--- src/rtl/rate_guard_pkg.sv ---
package rate_guard_pkg;

    typedef enum logic [1:0] {
        RATE_NONE = 2'd0,
        RATE_10   = 2'd1,
        RATE_100  = 2'd2
    } rate_e;

    typedef struct packed {
        logic  vld;
        rate_e rate;
    } meas_t;

    function automatic logic in_band(input int unsigned n,
                                     input int unsigned centre,
                                     input int unsigned tol);
        return (n + tol >= centre) && (n <= centre + tol);
    endfunction

    function automatic rate_e classify_count(input int unsigned n,
                                             input int unsigned fast_n,
                                             input int unsigned slow_n,
                                             input int unsigned tol);
        if (in_band(n, fast_n, tol))
            return RATE_100;
        else if (in_band(n, slow_n, tol))
            return RATE_10;
        else
            return RATE_NONE;
    endfunction

endpackage

--- src/rtl/rg_edge_sync.sv ---
module rg_edge_sync #(
    parameter int STAGES = 2
) (
    input  logic clk,
    input  logic rst,
    input  logic async_in,
    output logic rise
);
    // STAGES synchroniser flops plus one history flop for edge detection
    logic [STAGES:0] sh;

    always_ff @(posedge clk) begin
        if (rst)
            sh <= '0;
        else
            sh <= {sh[STAGES-1:0], async_in};
    end

    assign rise = sh[STAGES-1] & ~sh[STAGES];
endmodule

--- src/rtl/rg_meter.sv ---
module rg_meter
    import rate_guard_pkg::*;
#(
    parameter int WIN_CYCLES = 250,
    parameter int FAST_CNT   = 25,
    parameter int SLOW_CNT   = 10,
    parameter int TOL        = 3
) (
    input  logic  clk,
    input  logic  rst,
    input  logic  clr,
    input  logic  edge_i,
    output meas_t meas_o
);
    localparam int WW = (WIN_CYCLES > 1) ? $clog2(WIN_CYCLES) : 1;
    localparam int CW = $clog2(WIN_CYCLES + 1);

    logic [WW-1:0] win_cnt;
    logic [CW-1:0] edge_cnt;
    logic [CW-1:0] total;
    logic          win_end;
    meas_t         meas_q;

    assign win_end = (win_cnt == WW'(WIN_CYCLES - 1));
    assign total   = edge_cnt + CW'(edge_i);

    always_ff @(posedge clk) begin
        if (rst || clr) begin
            win_cnt  <= '0;
            edge_cnt <= '0;
            meas_q   <= '{vld: 1'b0, rate: RATE_NONE};
        end else begin
            meas_q.vld <= 1'b0;
            if (win_end) begin
                win_cnt     <= '0;
                edge_cnt    <= '0;
                meas_q.vld  <= 1'b1;
                meas_q.rate <= classify_count(32'(total), FAST_CNT, SLOW_CNT, TOL);
            end else begin
                win_cnt  <= win_cnt + WW'(1);
                edge_cnt <= total;
            end
        end
    end

    assign meas_o = meas_q;
endmodule

--- src/rtl/rg_select_ctl.sv ---
module rg_select_ctl #(
    parameter int RST_CYCLES = 8
) (
    input  logic clk,
    input  logic rst,
    input  logic sel_in,
    output logic sel_q,
    output logic core_rst
);
    localparam int RCW = $clog2(RST_CYCLES + 1);

    logic [RCW-1:0] rst_cnt;

    always_ff @(posedge clk) begin
        if (rst) begin
            sel_q   <= sel_in;
            rst_cnt <= '0;
        end else if (sel_in != sel_q) begin
            sel_q   <= sel_in;
            rst_cnt <= RCW'(RST_CYCLES);
        end else if (rst_cnt != '0) begin
            rst_cnt <= rst_cnt - RCW'(1);
        end
    end

    assign core_rst = (rst_cnt != '0);
endmodule

--- src/rtl/rg_verdict.sv ---
module rg_verdict
    import rate_guard_pkg::*;
(
    input  logic  clk,
    input  logic  rst,
    input  logic  clr,
    input  meas_t meas_i,
    input  logic  sel_q,
    input  logic  iso_en,
    output logic  ds,
    output logic  mismatch,
    output logic  isolate
);
    rate_e prev_rate;
    logic  ds_q;
    logic  ds_known;
    logic  armed;

    always_ff @(posedge clk) begin
        if (rst) begin
            ds_q      <= 1'b0;
            ds_known  <= 1'b0;
            prev_rate <= RATE_NONE;
            armed     <= 1'b0;
        end else if (clr) begin
            prev_rate <= RATE_NONE;
            armed     <= 1'b0;
        end else if (meas_i.vld) begin
            armed     <= 1'b1;
            prev_rate <= meas_i.rate;
            if (meas_i.rate != RATE_NONE && meas_i.rate == prev_rate) begin
                ds_q     <= (meas_i.rate == RATE_100);
                ds_known <= 1'b1;
            end
        end
    end

    assign ds       = ds_q;
    assign mismatch = armed & ds_known & ~clr & (ds_q ^ sel_q);
    assign isolate  = mismatch & iso_en;
endmodule

--- src/rtl/rate_guard.sv ---
module rate_guard
    import rate_guard_pkg::*;
#(
    parameter int WIN_CYCLES  = 250,
    parameter int FAST_CNT    = 25,
    parameter int SLOW_CNT    = 10,
    parameter int TOL         = 3,
    parameter int RST_CYCLES  = 8,
    parameter int SYNC_STAGES = 2
) (
    input  logic clk_ref,
    input  logic rst,
    input  logic rx_clk,
    input  logic speed_sel,
    input  logic iso_en,
    output logic ds,
    output logic mismatch,
    output logic isolate,
    output logic core_rst
);
    logic  rx_rise;
    logic  sel_q;
    meas_t meas;

    rg_edge_sync #(.STAGES(SYNC_STAGES)) u_sync (
        .clk      (clk_ref),
        .rst      (rst),
        .async_in (rx_clk),
        .rise     (rx_rise)
    );

    rg_select_ctl #(.RST_CYCLES(RST_CYCLES)) u_sel (
        .clk      (clk_ref),
        .rst      (rst),
        .sel_in   (speed_sel),
        .sel_q    (sel_q),
        .core_rst (core_rst)
    );

    rg_meter #(
        .WIN_CYCLES (WIN_CYCLES),
        .FAST_CNT   (FAST_CNT),
        .SLOW_CNT   (SLOW_CNT),
        .TOL        (TOL)
    ) u_meter (
        .clk    (clk_ref),
        .rst    (rst),
        .clr    (core_rst),
        .edge_i (rx_rise),
        .meas_o (meas)
    );

    rg_verdict u_verdict (
        .clk      (clk_ref),
        .rst      (rst),
        .clr      (core_rst),
        .meas_i   (meas),
        .sel_q    (sel_q),
        .iso_en   (iso_en),
        .ds       (ds),
        .mismatch (mismatch),
        .isolate  (isolate)
    );
endmodule

--- config.mk ---
export PLATFORM = sky130hd
export DESIGN_NAME = rate_guard
export DESIGN_NICKNAME = d
export VERILOG_FILES = /design/src/rtl/rate_guard_pkg.sv /design/src/rtl/rg_edge_sync.sv /design/src/rtl/rg_meter.sv /design/src/rtl/rg_select_ctl.sv /design/src/rtl/rg_verdict.sv /design/src/rtl/rate_guard.sv
export SDC_FILE = /design/constraint.sdc
export NUM_CORES = 1
export LEC_CHECK = 0
export BUFFER_PORTS_ARGS = -buffer_cell sky130_fd_sc_hd__buf_2
export CAP_MARGIN = 20
export CORE_MARGIN = 5
export CORE_UTILIZATION = 30
export CTS_CLUSTER_SIZE = 8
export DETAILED_ROUTE_END_ITERATION = 8
export SYNTH_ARGS = -nofsm -noshare
export SYNTH_HDL_FRONTEND = slang
export SYNTH_HIERARCHICAL = 1
export SYNTH_SLANG_ARGS = --single-unit
--- constraint.sdc ---
create_clock -name clk_ref -period 3.46 [get_ports clk_ref]
set_input_delay 0.173 -clock clk_ref [delete_from_list [all_inputs] [get_ports clk_ref]]
set_output_delay 0.173 -clock clk_ref [all_outputs]
set_load 0.005 [all_outputs]
==> results of run 1 <==
layout make-up:
| class | count | area [µm²] | share of cell area, % |
|---|---|---|---|
| well taps | 72 | 90.1 | 4.69 |
| clock buffers | 5 | 68.8 | 3.58 |
| clock inverters | 3 | 42.5 | 2.21 |
| repair buffers | 8 | 40.0 | 2.08 |
| inverters | 7 | 26.3 | 1.37 |
| flip-flops and latches | 32 | 651 | 33.9 |
| multi-input cells | 142 | 1000 | 52.2 |
path summary, 6_finish.rpt:
check,start,cells past startpoint,slack [ps],end
min reg2reg,u_sync/sh[1]$_SDFF_PP0_,1,460,u_sync/sh[2]$_SDFF_PP0_
max reg2reg,u_sync/sh[1]$_SDFF_PP0_,12,630,u_meter/meas_o[0]$_SDFFE_PP0P_
min,speed_sel,1,90,u_sel/sel_q$_DFFE_PP_
max,u_sync/sh[1]$_SDFF_PP0_,12,630,u_meter/meas_o[0]$_SDFFE_PP0P_
worst max-delay path: cells and delay by family (launching register included):
kind            cells  cell delay [ps]
buf+inv             1              120
compound gates      7             1260
simple gates        1              140
flops               1              300
fa+ha+maj           3              900
routing by layer:
| metal | track usage [%] | routed length [µm] | vias up |
|---|---|---|---|
| li1 | - | - | 656 |
| met5 | 0 | 0 | - |
| met3 | 3.65 | 138 | 0 |
| met1 | 11.4 | 1530 | 578 |
| met4 | 2.16 | 0 | 0 |
| met2 | 13.9 | 1430 | 17 |
per-stage QoR:
stage	setup slack, ps	instance area [µm²]
6_report	627	1920
5_1_grt	389	1920
4_1_cts	635	1920
3_5_place_dp	682	1810
3_3_place_gp	712	1810
2_1_floorplan	818	1730
power groups by stage:
stage / Clock (mW) / Combinational [mW] / Sequential, mW
6_report: 0.358 / 0.144 / 0.405
2_1_floorplan: 0 / 0.117 / 0.409
3_5_place_dp: 0 / 0.147 / 0.413
4_1_cts: 0.368 / 0.147 / 0.405
3_3_place_gp: 0 / 0.144 / 0.412
5_1_grt: 0.381 / 0.165 / 0.407
logic make-up after synthesis:
| kind of cell | after synthesis | share of synthesized area, % |
|---|---|---|
| and+or+nand+nor | 80 | 24.2 |
| AOI/OAI and AO/OA | 24 | 10.5 |
| muxes | 6 | 3.83 |
| buffers and inverters | 15 | 4.48 |
| adders and majority gates | 10 | 7.23 |
| xor gates and xnor gates | 22 | 12.2 |
| DFF | 32 | 37.6 |
flip-flops by register name (all words and copies together) (netlist names):
signal	flops
u_meter/edge_cnt	8
u_meter/win_cnt	8
u_sel/rst_cnt	4
u_meter/meas_o	3
u_sync/sh	3
u_verdict/prev_rate	2
u_sel/sel_q	1
u_verdict/armed	1
u_verdict/ds	1
u_verdict/ds_known	1
placed cells by master, fill, tap and decap left out, types with 2 or more instances in the layout:
master    synthesis  routed
a211oi_1          2       2
a211oi_2          2       2
a21oi_1           6       6
a31oi_1           2       2
and2_1            2       2
and3_1            2       2
buf_2             1       8
clkbuf_8          0       5
dfxtp_1          31      31
ha_1             10      10
inv_1             7       7
mux2i_1           4       4
nand2_1          15      15
nand3_1           6       6
nand3_2           2       2
nor2_1           27      27
nor2b_1           3       3
nor3_1            8       8
nor3_2            2       2
o21ai_0           3       3
or3_1             2       2
xnor2_1           9       9
xor2_1           12      12
==> qor.yml, run 1 <==
logic_synthesis:
  synth.top_cell.area_share_pct: 35.9
  synth-main-ff-cell: "dfxtp_1"
  yosysMostFrequentCell: "dfxtp_1"
  postSynthCellCount: 189
  syn-mean-instance-area_um2: 9.16
  synth.top_cells.by_count: "dfxtp_1 (31), nor2_1 (27), nand2_1 (15)"
  ys_seq_elements: 32
  syn_area_mm2: 0.00173
  yosysTopAreaCell: "dfxtp_1"
  yosysSeqAreaShare_pct: 37.6
  yosys_warnings: 6
  synth_fp_nets: 204
  yosys-top-cells-area: "dfxtp_1 (36%), ha_1 (7.2%), xor2_1 (6.1%), nor2_1 (5.9%), xnor2_1 (4.6%)"
  async_reset_ff_share_pct: 0
  synth-edff-count: 1
  synth.distinct_cells: 50
clocking:
  htreeDepth: 2
  cts-resized-gates: 0
  postCtsSetupBuffers: 0
  cts_inserted_buffers: 5
  worstSkewPairLatency_ps: 280
  cts_root_buf: "clkbuf_8"
  cts.clk_slew.worst_paths_ps: 70
  cts_tree: "built"
  clock_path_buffers: 2
  clock_sinks: 32
  hold_buffers: 0
critical_path:
  required_ps: 3630
  crit_top_cell: "ha_1"
  max_stage_delay_ps: 450
  path_cells: "nor2b_2, ha_1, ha_1, inv_1, ha_1, a21oi_1, o21ai_0, o21ai_0, a21oi_1, a2111o_1, a221oi_2, o31ai_1"
  end_kind: "flop"
  arrival_ps: 3000
  path_class: "flop to flop"
  path_max_fanout: 7
  cp-start-kind: "flop"
  cpMaxStageDelayCell: "a2111o_1"
global_route:
  grt_pass1_wl_um: 5330
  track_usage_pct: 8.91
  grt_max_degree: 16
  antenna_found_initial: 0
  grt_pass1_vias: 1192
  overflow: 0
timing:
  grt_setup_unrepaired: "false"
  setup_viol: 0
  worst_pin_slew_ps: 565
  min_period_ps: 2830
  post-route-period-util_pct: 81.9
  fin_skew_ps: 4.40
  fmax_mhz: 353
  relSlewSlack_pct: 62.3
  final-max-slew-violation-count: 0
  hold_violations: 0
  finalSetupTns_ps: 0
  worst_hold_slack_ps: 90.3
run:
  drv_cap: 0
floorplanning:
  die-height_um: 85.9
  rows: 27
  initial_core_util_pct: 31.2
  core-area_mm2: 0.00554
  num_io_pins: 9
  die_x_um: 85.9
  dieArea_mm2: 0.00739
cells_and_area:
  drive_gt1_share_pct: 15.2
  area_growth_pct: 11.0
  n_fill_cell: 589
  stdcell_count: 269
  final_util_pct: 34.7
  antenna_cells: 0
  nNetsFinal: 211
route:
  vias: 1251
  avgViaCountPerCell: 4.65
  antenna_left: 0
  drt-pass1-iter-count: 4
  drcViolationCount: 0
  drt-initial-drc-count: 40
  wl_per_cell_um: 11.5
  wirelength_um: 3100
power_and_ir_drop:
  total_power_mw: 0.908
  comb_power_share_pct: 15.9
  p_leak_nw: 0.681
  p_switching_mw: 0.251
  sw_frac_of_total_pct: 27.7
  intPower_mw: 0.656
  max-vdd-ir-drop_uv: 195
  pwr-share-seq_pct: 44.7
  pwr-share-clk_pct: 39.4
  p_per_area_mw_per_mm2: 473
outcome:
  status: "finished clean"
worst_hold_path:
  hp-class: "input port to flop"
place:
  portBuffers: 8
  gp_congestion: 0.835
  placedCellCount: 261
  dp_hpwl_um: 2190
Note: power is estimated with default switching activity, not from simulation.
==> run 2, diff against run 1 <==
==> constraint.sdc (replaced) <==
create_clock -name clk_ref -period 2.9 [get_ports clk_ref]
set_input_delay 0.145 -clock clk_ref [delete_from_list [all_inputs] [get_ports clk_ref]]
set_output_delay 0.145 -clock clk_ref [all_outputs]
set_load 0.005 [all_outputs]
==> run 2 against run 1 <==
Compared with the run above: sequential cell count unchanged; global-route usage is essentially flat; highest routed layer is now met4; power increased by 20%; cell count did not move.
==> qor.yml, run 2 (synthesized netlist as in run 1, its figures left out) <==
floorplanning:
  core-area_mm2: 0.00554  # unchanged
  dieArea_mm2: 0.00739  # unchanged
  rows: 27  # unchanged
  initial_core_util_pct: 31.2  # unchanged
  num_io_pins: 9  # unchanged
  die_x_um: 85.9  # unchanged
  die-height_um: 85.9  # unchanged
clocking:
  worstSkewPairLatency_ps: 290  # was 280 ps
  cts-resized-gates: 0  # unchanged
  cts_root_buf: "clkbuf_8"  # unchanged
  hold_buffers: 0  # unchanged
  cts_tree: "built"  # unchanged
  clock_sinks: 32  # unchanged
  clock_path_buffers: 2  # unchanged
  cts.clk_slew.worst_paths_ps: 70  # about the same
  cts_inserted_buffers: 5  # unchanged
  htreeDepth: 2  # unchanged
  postCtsSetupBuffers: 0  # unchanged
cells_and_area:
  n_fill_cell: 577  # was 589
  antenna_cells: 0  # unchanged
  largestRegisters: "u_meter/edge_cnt (8), u_meter/win_cnt (8), u_sel/rst_cnt (4)"  # unchanged
  fin_area_mm2: 0.00194  # was 0.00192 mm²
  final_util_pct: 35.0  # was 34.7%
  final_cell_mix: "dfxtp_1 (31), nor2_1 (27), nand2_1 (15), xor2_1 (12), xnor2_1 (9)"  # was dfxtp_1 (31), nor2_1 (27), nand2_1 (15), xor2_1 (12), ha_1 (10)
  layout_commonest_cell: "dfxtp_1"  # unchanged
  drive_gt1_share_pct: 16.8  # was 15.2%
  nNetsFinal: 211  # unchanged
  area_growth_pct: 12.2  # was 11.0%
route:
  drt-pass1-iter-count: 4  # unchanged
  drt-met1-wl_um: 1530  # about the same
  wl_per_cell_um: 11.7  # was 11.5 µm
  antenna_left: 0  # unchanged
  vias: 1253  # was 1251
  drcViolationCount: 0  # unchanged
  wl_met2_um: 1440  # was 1430 µm
  wirelength_um: 3160  # was 3100 µm
  wl_met3_um: 158  # was 138 µm
  highest_layer: "met4"  # was met3
  avgViaCountPerCell: 4.66  # was 4.65
  drt-initial-drc-count: 54  # was 40
timing:
  min_period_ps: 2740  # was 2830 ps
  grt_setup_unrepaired: "false"  # unchanged
  finalSetupTns_ps: 0  # unchanged
  post-route-period-util_pct: 94.4  # was 81.9%
  relSlewSlack_pct: 62.2  # was 62.3%
  hold_violations: 0  # unchanged
  final-max-slew-violation-count: 0  # unchanged
  fmax_mhz: 365  # was 353 MHz
  setup_viol: 0  # unchanged
  fin_ws_ps: 161  # was 627 ps
  fin_skew_ps: 5.13  # was 4.40 ps
  worst_pin_slew_ps: 567  # was 565 ps
critical_path:
  path_max_fanout: 7  # unchanged
  path_class: "flop to flop"  # unchanged
  cp-start-kind: "flop"  # unchanged
  end_kind: "flop"  # unchanged
  arrival_ps: 2910  # was 3000 ps
  required_ps: 3070  # was 3630 ps
place:
  gp_congestion: 0.835  # about the same
  placed_area_mm2: 0.00181  # unchanged
  portBuffers: 8  # unchanged
  dp_hpwl_um: 2200  # was 2190 µm
  dp_slack_ps: 114  # was 682 ps
run:
  drv_cap: 0  # unchanged
global_route:
  grt_max_degree: 16  # unchanged
  track_usage_pct: 8.94  # was 8.91%
  antenna_found_initial: 0  # unchanged
  grt_pass1_vias: 1202  # was 1192
  grt_pass1_wl_um: 5330  # unchanged
  overflow: 0  # unchanged
worst_hold_path:
  hp-class: "input port to flop"  # unchanged
outcome:
  status: "finished clean"  # unchanged
power_and_ir_drop:
  total_power_mw: 1.09  # was 0.908 mW
  p_leak_nw: 0.677  # was 0.681 nW
  p_per_area_mw_per_mm2: 561  # was 473 mW/mm²
  max-vdd-ir-drop_uv: 234  # was 195 µV
-- run 2: cell counts in the layout (fill, tap and decap cells not counted) --
Identical to the previous run, type by type.
-- run 2: final timing paths --
path                      startpoint                        endpoint  slack [ps]  cells past startpoint
max reg2reg  u_sync/sh[1]$_SDFF_PP0_  u_meter/meas_o[0]$_SDFFE_PP0P_         160                     12
min                        speed_sel           u_sel/sel_q$_DFFE_PP_          50                      1
max          u_sync/sh[1]$_SDFF_PP0_  u_meter/meas_o[0]$_SDFFE_PP0P_         160                     12
min reg2reg  u_sync/sh[0]$_SDFF_PP0_         u_sync/sh[1]$_SDFF_PP0_         460                      1
-- run 2: critical path, stage by stage, from the launching register on --
cell and delay (ps):
dfxtp_1 300, nor2b_2 140, ha_1 260, ha_4 310, inv_1 90, ha_2 240
a21oi_1 120, o21ai_0 70, o21ai_0 100, a21oi_1 120, a2111o_1 470, a221oi_2 290
o31ai_1 100
-- run 2: routing by layer --
metal,GRT usage (%),up-vias
met2,13.9,18
li1,-,659
met4,3.31,0
met1,10.9,574
met5,0,-
met3,3.94,2
-- run 2: report_power, final --
part | total, mW | internal, mW | switching, mW | leakage [nW]
logic | 0.175 | 0.0657 | 0.109 | 0.362
registers | 0.483 | 0.464 | 0.0182 | 0.261
clock network | 0.431 | 0.254 | 0.177 | 0.0541
-- run 2: final cells by class --
type / count / area, µm² / share of cell area (%)
Multi-Input combinational cell: 142 / 1020 / 52.7
Sequential cell: 32 / 651 / 33.5
Tap cell: 72 / 90.1 / 4.64
Clock buffer: 5 / 68.8 / 3.54
Clock inverter: 3 / 42.5 / 2.19
Timing Repair Buffer: 8 / 40.0 / 2.06
Inverter: 7 / 26.3 / 1.35
-- run 2: metrics by stage --
| step | std cells | hold WS (ps) |
|---|---|---|
| after global placement | 261 | 351 |
| after global routing | 269 | 49.5 |
| after CTS | 269 | 46.0 |
| after floorplan | 189 | 210 |
| after detailed placement | 261 | 354 |
| final | 269 | 54.7 |
==> run 3, diff against run 2 <==
--- a/config.mk
+++ b/config.mk
@@ -7,8 +7,10 @@
 export LEC_CHECK = 0
 export BUFFER_PORTS_ARGS = -buffer_cell sky130_fd_sc_hd__buf_2
 export CAP_MARGIN = 20
+export CORE_ASPECT_RATIO = 1.75
 export CORE_MARGIN = 5
 export CORE_UTILIZATION = 30
+export CTS_BUF_LIST = sky130_fd_sc_hd__clkbuf_8
 export CTS_CLUSTER_SIZE = 8
 export DETAILED_ROUTE_END_ITERATION = 8
 export SYNTH_ARGS = -nofsm -noshare
==> run 3 against run 2 <==
Compared with the run above: non-clock buffer count is 1 higher; critical endpoint unchanged; routed wire length is 3.8% higher; highest routed layer unchanged; largest power group unchanged; clock skew is 0.79 ps higher; largest cell class unchanged; count of clock-buffer cells in the layout is 2 higher.
==> qor.yml, run 3 (synthesized netlist as in run 1, its figures left out) <==
outcome:
  status: "finished clean"  # unchanged
route:
  wl_per_cell_um: 12.0  # was 11.7 µm
  highest_layer: "met4"  # unchanged
  drcViolationCount: 0  # unchanged
  drt-met1-wl_um: 1350  # was 1530 µm
  antenna_left: 0  # unchanged
  wirelength_um: 3280  # was 3160 µm
  wl_met3_um: 117  # was 158 µm
  drt-pass1-iter-count: 4  # unchanged
  drt-initial-drc-count: 46  # was 54
  avgViaCountPerCell: 4.65  # was 4.66
  wl_met2_um: 1700  # was 1440 µm
  vias: 1274  # was 1253
clocking:
  cts_inserted_buffers: 5  # unchanged
  cts_tree: "built"  # unchanged
  htreeDepth: 2  # unchanged
  cts.clk_slew.worst_paths_ps: 70  # about the same
  cts_root_buf: "clkbuf_8"  # unchanged
  clock_sinks: 32  # unchanged
  clock_path_buffers: 2  # unchanged
  postCtsSetupBuffers: 0  # unchanged
  worstSkewPairLatency_ps: 280  # was 290 ps
  hold_buffers: 0  # unchanged
timing:
  final-max-slew-violation-count: 0  # unchanged
  setup_viol: 0  # unchanged
  fin_ws_ps: 162  # was 161 ps
  fmax_mhz: 365  # about the same
  fin_skew_ps: 5.93  # was 5.13 ps
  min_period_ps: 2740  # about the same
  post-route-period-util_pct: 94.4  # about the same
  worst_hold_slack_ps: 64.4  # was 54.7 ps
  worst_pin_slew_ps: 536  # was 567 ps
  relSlewSlack_pct: 64.3  # was 62.2%
  hold_violations: 0  # unchanged
global_route:
  grt_pass1_wl_um: 5640  # was 5330 µm
  grt_pass1_vias: 1286  # was 1202
  grt_max_degree: 16  # unchanged
  antenna_found_initial: 0  # unchanged
  track_usage_pct: 9.86  # was 8.94%
  overflow: 0  # unchanged
power_and_ir_drop:
  total_power_mw: 1.12  # was 1.09 mW
  max-vdd-ir-drop_uv: 266  # was 234 µV
  p_leak_nw: 0.693  # was 0.677 nW
  p_per_area_mw_per_mm2: 572  # was 561 mW/mm²
critical_path:
  max_stage_delay_ps: 440  # was 470 ps
  required_ps: 3070  # about the same
  r2r_start: "u_sync/sh[1]$_SDFF_PP0_"  # unchanged
  crit_end: "u_meter/meas_o[0]$_SDFFE_PP0P_"  # unchanged
  rr_endpoint: "u_meter/meas_o[0]$_SDFFE_PP0P_"  # unchanged
  arrival_ps: 2910  # about the same
  rrSetupSlack_ps: 160  # about the same
  path_max_fanout: 7  # unchanged
  cpMaxStageDelayCell: "a2111o_1"  # unchanged
  cp-start-kind: "flop"  # unchanged
  crit_start: "u_sync/sh[1]$_SDFF_PP0_"  # unchanged
  r2r_cells: 12  # unchanged
  path_cells: "nor2b_2, ha_1, ha_4, inv_1, ha_2, a21oi_1, o21ai_0, o21ai_0, a21oi_1, a2111o_1, a221oi_2, o31ai_1"  # unchanged
  path_class: "flop to flop"  # unchanged
  end_kind: "flop"  # unchanged
place:
  placedCellCount: 266  # was 261
  placed_area_mm2: 0.00182  # was 0.00181 mm²
  dp_hpwl_um: 2360  # was 2200 µm
  portBuffers: 8  # unchanged
  gp_congestion: 0.838  # was 0.835
  dp_slack_ps: 86.9  # was 114 ps
worst_hold_path:
  holdPathStages: 1  # unchanged
  hp-class: "input port to flop"  # unchanged
floorplanning:
  initial_core_util_pct: 31.0  # was 31.2%
  die_x_um: 67.4  # was 85.9 µm
  rows: 36  # was 27
  dieArea_mm2: 0.00745  # was 0.00739 mm²
  core-area_mm2: 0.00559  # was 0.00554 mm²
  die-height_um: 110  # was 85.9 µm
  num_io_pins: 9  # unchanged
cells_and_area:
  fin_area_mm2: 0.00196  # was 0.00194 mm²
  stdcell_count: 274  # was 269
  largestRegisters: "u_meter/edge_cnt (8), u_meter/win_cnt (8), u_sel/rst_cnt (4)"  # unchanged
  area_growth_pct: 13.4  # was 12.2%
  nNetsFinal: 212  # was 211
  antenna_cells: 0  # unchanged
  layout_commonest_cell: "dfxtp_1"  # unchanged
  final_cell_mix: "dfxtp_1 (31), nor2_1 (27), nand2_1 (15), xor2_1 (12), xnor2_1 (9)"  # unchanged
  drive_gt1_share_pct: 16.7  # was 16.8%
run:
  drv_cap: 0  # unchanged
## run 3: cell count changes in the layout (fill, tap and decap cells not counted), sizes merged
cell      delta
clkinv       -1
buf          +1
clkbuf       +2
clkinvlp     -1
## run 3: worst max-delay path: cells and delay by family, from the launching register on
kind                       cells  cell delay (ps)
DFF                            1              310
buffers and inverters          1               90
adders and majority gates      3              820
and+or+nand+nor                1              140
AOI/OAI and AO/OA              7             1260
## run 3: area by class of cell
| class | instances | area [µm²] |
|---|---|---|
| Clock buffer | 7 | 96.3 |
| Clock inverter | 1 | 30.0 |
| Fill cell | 597 | 3620 |
| Inverter | 7 | 26.3 |
| Multi-Input combinational cell | 142 | 1020 |
| Sequential cell | 32 | 651 |
| Tap cell | 76 | 95.1 |
| Timing Repair Buffer | 9 | 47.5 |
## run 3: per-layer routing
metal	vias to the layer above	GRT usage [%]
li1	653	-
met1	592	9.26
met2	19	17.7
met3	10	2.85
met4	0	6.10
met5	-	0
## run 3: where the power goes
part           leakage [nW]  switching (mW)  total (mW)  internal (mW)
logic                 0.367           0.106       0.171         0.0643
registers             0.261          0.0175       0.482          0.465
clock network        0.0645           0.167       0.470          0.303
## run 3: timing repair
item	in CTS	in global routing
hold endpoints to repair	0	0
endpoints found under the setup margin	0	2
resized for setup	0	2
## run 3: how the worst min path moves through the flow
stage          startpoint                         endpoint  slack (ps)
5_1_grt         speed_sel            u_sel/sel_q$_DFFE_PP_          60
3_3_place_gp    speed_sel            u_sel/sel_q$_DFFE_PP_         350
3_5_place_dp    speed_sel            u_sel/sel_q$_DFFE_PP_         360
2_1_floorplan         rst  u_verdict/ds_known$_SDFFE_PP0P_         210
6_report        speed_sel            u_sel/sel_q$_DFFE_PP_          60
4_1_cts         speed_sel            u_sel/sel_q$_DFFE_PP_          50
## run 3: metrics by stage
step / util (%) / TNS (ps)
floorplan: - / 0
global placement: 32.6 / 0
detailed placement: 32.6 / 0
CTS: 34.9 / 0
global route: 35.1 / -10.6
finish: 35.1 / 0
